--- config.mk ---
export PLATFORM = sky130hd
export DESIGN_NAME = pps_stamp_capture
export DESIGN_NICKNAME = d
export VERILOG_FILES = /design/src/rtl/pps_stamp_pkg.sv /design/src/rtl/pps_bit_sync.sv /design/src/rtl/pps_mode_decode.sv /design/src/rtl/pps_sample_clock.sv /design/src/rtl/pps_stamp_capture.sv
export SDC_FILE = /design/constraint.sdc
export NUM_CORES = 1
export LEC_CHECK = 0
export BUFFER_PORTS_ARGS = -buffer_cell sky130_fd_sc_hd__buf_2
export CAP_MARGIN = 30
export CORE_MARGIN = 2
export CORE_UTILIZATION = 35
export DETAILED_ROUTE_END_ITERATION = 10
export RECOVER_POWER = 25
export SETUP_SLACK_MARGIN = 0.4
export SYNTH_ARGS = -nofsm -noshare
export SYNTH_HDL_FRONTEND = slang
export SYNTH_SLANG_ARGS = --single-unit
--- constraint.sdc ---
create_clock -name clk -period 3.4 [get_ports clk]
set_clock_uncertainty 0.15 [all_clocks]
set_input_delay 0.34 -clock clk [delete_from_list [all_inputs] [get_ports clk]]
set_output_delay 0.34 -clock clk [all_outputs]
set_load 0.02 [all_outputs]
--- src/rtl/pps_stamp_pkg.sv ---
// Shared types for the pulse timestamp capture unit.
package pps_stamp_pkg;
    typedef enum logic [1:0] {
        MODE_SISO_DDR = 2'b00,
        MODE_DUAL     = 2'b01,
        MODE_SINGLE   = 2'b10,
        MODE_OTHER    = 2'b11
    } if_mode_e;
endpackage

--- src/rtl/pps_bit_sync.sv ---
// Two-flop synchroniser, one independent chain per bit.
// Assumes each bit is a level that is slow compared with clk; no
// coherence between bits is promised.
module pps_bit_sync #(
    parameter int W = 1
) (
    input  logic         clk,
    input  logic         rst_n,
    input  logic [W-1:0] d_async,
    output logic [W-1:0] q_sync
);
    for (genvar i = 0; i < W; i++) begin : g_bit
        logic meta_q;
        logic stab_q;
        // Two-stage capture of bit i into the clk domain.
        always_ff @(posedge clk) begin
            if (!rst_n) begin
                meta_q <= 1'b0;
                stab_q <= 1'b0;
            end else begin
                meta_q <= d_async[i];
                stab_q <= meta_q;
            end
        end
        assign q_sync[i] = stab_q;
    end
endmodule

--- src/rtl/pps_mode_decode.sv ---
// Interface mode decode from the synchronised controls.
// The rules are tested in a fixed order; the first one that matches wins.
module pps_mode_decode
    import pps_stamp_pkg::*;
(
    input  logic       mimo,
    input  logic       ddr,
    input  logic       pmode,
    input  logic [1:0] chan,
    output if_mode_e   mode
);
    logic wide_path;
    assign wide_path = mimo | pmode;

    // Ordered rule selection.
    always_comb begin
        if (!mimo && ddr)                     mode = MODE_SISO_DDR;
        else if (wide_path && (&chan))        mode = MODE_DUAL;
        else if (wide_path && (^chan))        mode = MODE_SINGLE;
        else                                  mode = MODE_OTHER;
    end
endmodule

--- src/rtl/pps_sample_clock.sv ---
// Free-running sample counter and saturating ticks-since-strobe counter.
// Assumes load is synchronous to clk. step2 selects an increment of two.
module pps_sample_clock #(
    parameter int CNT_W  = 64,
    parameter int TICK_W = 4
) (
    input  logic              clk,
    input  logic              rst_n,
    input  logic              load,
    input  logic              step2,
    output logic [CNT_W-1:0]  cnt,
    output logic [TICK_W-1:0] since
);
    localparam logic [TICK_W-1:0] TICK_MAX = '1;

    logic [CNT_W-1:0] step;
    assign step = step2 ? CNT_W'(2) : CNT_W'(1);

    // Sample counter: advance on every strobe, never paused.
    always_ff @(posedge clk) begin
        if (!rst_n)    cnt <= '0;
        else if (load) cnt <= cnt + step;
    end

    // Tick counter: clear on a strobe, otherwise count up to all-ones.
    always_ff @(posedge clk) begin
        if (!rst_n)                 since <= '0;
        else if (load)              since <= '0;
        else if (since != TICK_MAX) since <= since + 1'b1;
    end
endmodule

--- src/rtl/pps_stamp_capture.sv ---
// Top: synchronises the pulse and mode controls, decodes the mode, keeps
// the sample counter and swaps in a flagged snapshot while the pulse is high.
// Assumes smp_load is synchronous to clk and the pulse lasts many clocks.
module pps_stamp_capture
    import pps_stamp_pkg::*;
#(
    parameter int CNT_W  = 64,
    parameter int TICK_W = 4
) (
    input  logic             clk,
    input  logic             rst_n,
    input  logic             smp_load,
    input  logic             pulse_in,
    input  logic             mimo_en,
    input  logic             ddr_en,
    input  logic             pulse_mode_en,
    input  logic [1:0]       chan_en,
    output logic [CNT_W-1:0] stamp_out,
    output logic [1:0]       mode_out
);
    localparam int SYNC_W = 6;

    logic [SYNC_W-1:0] sync_d, sync_q;
    logic              pulse_s, mimo_s, ddr_s, pmode_s;
    logic [1:0]        chan_s;
    logic              held_q;
    logic              rise;
    if_mode_e          mode;
    logic [CNT_W-1:0]  cnt;
    logic [TICK_W-1:0] since;
    logic [CNT_W-1:0]  snap_q;

    assign sync_d = {pulse_in, mimo_en, ddr_en, pulse_mode_en, chan_en};
    assign {pulse_s, mimo_s, ddr_s, pmode_s, chan_s} = sync_q;

    pps_bit_sync #(.W(SYNC_W)) u_sync (
        .clk     (clk),
        .rst_n   (rst_n),
        .d_async (sync_d),
        .q_sync  (sync_q)
    );

    pps_mode_decode u_mode (
        .mimo  (mimo_s),
        .ddr   (ddr_s),
        .pmode (pmode_s),
        .chan  (chan_s),
        .mode  (mode)
    );

    pps_sample_clock #(.CNT_W(CNT_W), .TICK_W(TICK_W)) u_clock (
        .clk   (clk),
        .rst_n (rst_n),
        .load  (smp_load),
        .step2 (mode == MODE_SISO_DDR),
        .cnt   (cnt),
        .since (since)
    );

    assign rise = pulse_s & ~held_q;

    // Delayed pulse level: edge detect and output select.
    always_ff @(posedge clk) begin
        if (!rst_n) held_q <= 1'b0;
        else        held_q <= pulse_s;
    end

    // Snapshot on the synchronised rising edge, refined in DDR mode.
    always_ff @(posedge clk) begin
        if (!rst_n)
            snap_q <= '0;
        else if (rise) begin
            if (mode == MODE_SISO_DDR)
                snap_q <= {1'b1, cnt[CNT_W-2:1], since[0]};
            else
                snap_q <= {1'b1, cnt[CNT_W-2:0]};
        end
    end

    assign stamp_out = held_q ? snap_q : cnt;
    assign mode_out  = mode;
endmodule

==> impl_metrics.json <==
{
  "status": "completed",
  "synth-seq-cells": 145,
  "initial_core_util": 0.360,
  "yosysTopAreaCellShare": 0.427,
  "pin_count": 75,
  "final-hold-violation-count": 0,
  "end_kind": "register",
  "post-route-cell-area_mm2": 0.00812,
  "cap_violations": 0,
  "min_delay_worst_endpoint": "u_clock.cnt[1]",
  "cp_common_cell": "inv_1",
  "synth_xor_area_frac": 0.0374,
  "fin_nets": 898,
  "post-route-drc-count": 0,
  "synth_largest_area_cell": "dfxtp_1",
  "place_congestion": 0.795,
  "grt_start_max_net_pins": 53,
  "crit_fanout": 9,
  "fin_setup_tns_ns": 0,
  "slew_violations": 0,
  "synthDistinctLibCells": 49,
  "drt-total-wl_um": 16800,
  "synth_mux_area_frac": 0.0971,
  "grt_pass1_vias": 5391,
  "grt_antenna_before_repair": 1,
  "io_buffers": 74,
  "r2r-end": "u_clock.cnt[56]",
  "clock_path_buffers": 2,
  "track_usage": 0.168,
  "synth-adder-area-share": 0.0103,
  "cp_num_buf_inv": 3,
  "synth_ff_type": "dfxtp_1",
  "cts_buffers": 17,
  "syn_area_per_cell_um2": 8.27,
  "via_per_inst": 5.10,
  "cp-start-kind": "register",
  "p_leak_nw": 2.93,
  "yosys-top-cells-area": "dfxtp_1 (43%), mux2_2 (9.3%), nand2_1 (8.6%)",
  "cp.required_ns": 3.61,
  "antenna_left": 0,
  "clk_latency_ns": 0.43,
  "critical_path_class": "register to register",
  "cts_root_buf": "clkbuf_16",
  "cts_tree": "yes",
  "max_stage_delay_ns": 0.46,
  "fin_crit_sh": 0.834,
  "rows": 50,
  "setup_viol": 0,
  "total_power_w": 0.00373,
  "die_h_um": 143,
  "place_area_mm2": 0.00742,
  "grt_setup_unrepaired": "true",
  "yosysSeqAreaShare": 0.427,
  "slowest_stage": "fa_1",
  "coreArea_mm2": 0.0189,
  "fin_crit_ns": 2.83,
  "die_area_mm2": 0.0206,
  "relSlewSlack": 0.129,
  "vias": 5906,
  "gr-total-overflow": 0,
  "synthCells": 822,
  "hp-start": "smp_load",
  "area_delta_synth_final_pct": 19.5,
  "hold_depth": 2,
  "cts_htree_levels": 4,
  "drtIter0Drc": 340,
  "regToRegSetupSlack_ns": 0.57,
  "clk_pin_slew_ns": 0.06,
  "path_cells": "nor2b_1 -> inv_1 -> ha_1 -> inv_1 -> fa_1 -> nand4b_1 -> nor4_1 -> nand4_1 -> buf_4 -> or4_1 -> a21oi_1",
  "r2r_cells": 11,
  "drive_gt1_frac": 0.223,
  "tightest_slew_ns": 1.30,
  "ir_drop_mv": 0.340,
  "hpwl_um": 11500,
  "ys_warn_count": 0,
  "cts_sinks": 145,
  "synth.most_common_cell": "nand2_1",
  "wl_per_cell_um": 14.5,
  "synth_top_family_by_area": "simple AND/OR/NAND/NOR gates",
  "r2r-start": "u_sync.g_bit[3].stab_q",
  "yosys-top-cells-count": "nand2_1 (156), dfxtp_1 (145), a21oi_1 (96)",
  "hp-class": "input port to register",
  "synthArstFlopShare": 0,
  "synth_edf_count": 0,
  "synthSimpleGateAreaFrac": 0.273,
  "die_w_um": 143,
  "cp_top_family": "simple AND/OR/NAND/NOR gates",
  "synth_fp_nets": 836,
  "postLayoutCoreUtil": 0.430,
  "max_freq_ghz": 0.353,
  "synth-compound-area-share": 0.114,
  "drt-pass1-iter-count": 5,
  "fin_hold_ws_ns": 0.142,
  "grt_pass1_wl_um": 27500,
  "arrival_ns": 3.04,
  "netlist_area_mm2": 0.00680,
  "powerDensity_mw_per_mm2": 460
}
## layer usage
layer	GRT usage	vias up	routed length (um)
met5	0	-	0
met4	0.0449	0	157
met3	0.0413	12	669
met2	0.264	97	7720
met1	0.230	2790	8250
li1	-	3007	-
## how the worst max path moves through the flow
| stage | from | depth (start not counted) | endpoint | slack, ns |
|---|---|---|---|---|
| final | u_sync.g_bit[3].stab_q | 11 | u_clock.cnt[56] | 0.57 |
| after global routing | rst_n | 4 | u_clock.cnt[38] | 0.29 |
| after CTS | u_sync.g_bit[3].stab_q | 10 | u_clock.cnt[36] | 0.41 |
| after detailed placement | u_sync.g_bit[3].stab_q | 10 | u_clock.cnt[32] | 0.41 |
| after global placement | u_sync.g_bit[3].stab_q | 10 | u_clock.cnt[32] | 0.50 |
| after floorplan | u_sync.g_bit[3].stab_q | 13 | u_clock.cnt[36] | 0.47 |
## metrics by stage
step / worst slack, ns / instances
floorplan: 0.467 / 822
global placement: 0.496 / 1114
detailed placement: 0.405 / 1114
CTS: 0.413 / 1152
global route: 0.286 / 1157
finish: 0.566 / 1158
## layout by cell type, fill, tap and decap left out, drive strengths merged, types with 14 or more instances in the layout
cell / count
o21ai: 29
and2: 17
nand3: 34
nand4: 27
nand2: 156
a21oi: 96
buf: 94
xor2: 15
dfxtp: 145
xnor2: 14
mux2: 56
clkbuf: 22
or3: 22
nor2: 41
## layout make-up
class | instances | area (um2)
antenna | 1 | 2.50
clock buffer | 20 | 467
clock inverter | 12 | 133
fill | 1955 | 10800
inverter | 13 | 50.0
multi-input combinational | 605 | 3640
sequential | 145 | 2900
tap | 260 | 325
timing repair buffer | 102 | 604
## power breakdown
part	leakage (nW)	internal [W]	switching [W]
Combinational	1.48	0.0000404	0.0000814
Clock	0.277	0.00114	0.000754
Sequential	1.17	0.00171	0.00000816
Total	2.93	0.00289	0.000843
## sequential cells by signal (all words and copies together), names as in the netlist
register,cells
u_clock.cnt,64
u_sync.g_bit.meta_q,6
u_sync.g_bit.stab_q,6
snap_q,64
u_clock.since,4
held_q,1
## repair_timing
item / CTS / global route
pin swaps: 0 / 1
hold buffers: 6 / 0
setup buffers: 0 / 5
hold endpoints to repair: 6 / 0
resized for setup: 1 / 3
setup endpoints to repair: 1 / 14
## cell families (layout without fill, tap and decap cells)
| logic type | after synthesis | in the layout |
|---|---|---|
| simple gates | 367 | 367 |
| mux | 59 | 59 |
| buf+inv | 72 | 147 |
| compound gates | 145 | 145 |
| flops | 145 | 145 |
| other cells | 0 | 1 |
| fa+ha+maj | 5 | 5 |
| xor+xnor | 29 | 29 |
Power figures use the tool's default switching activity.
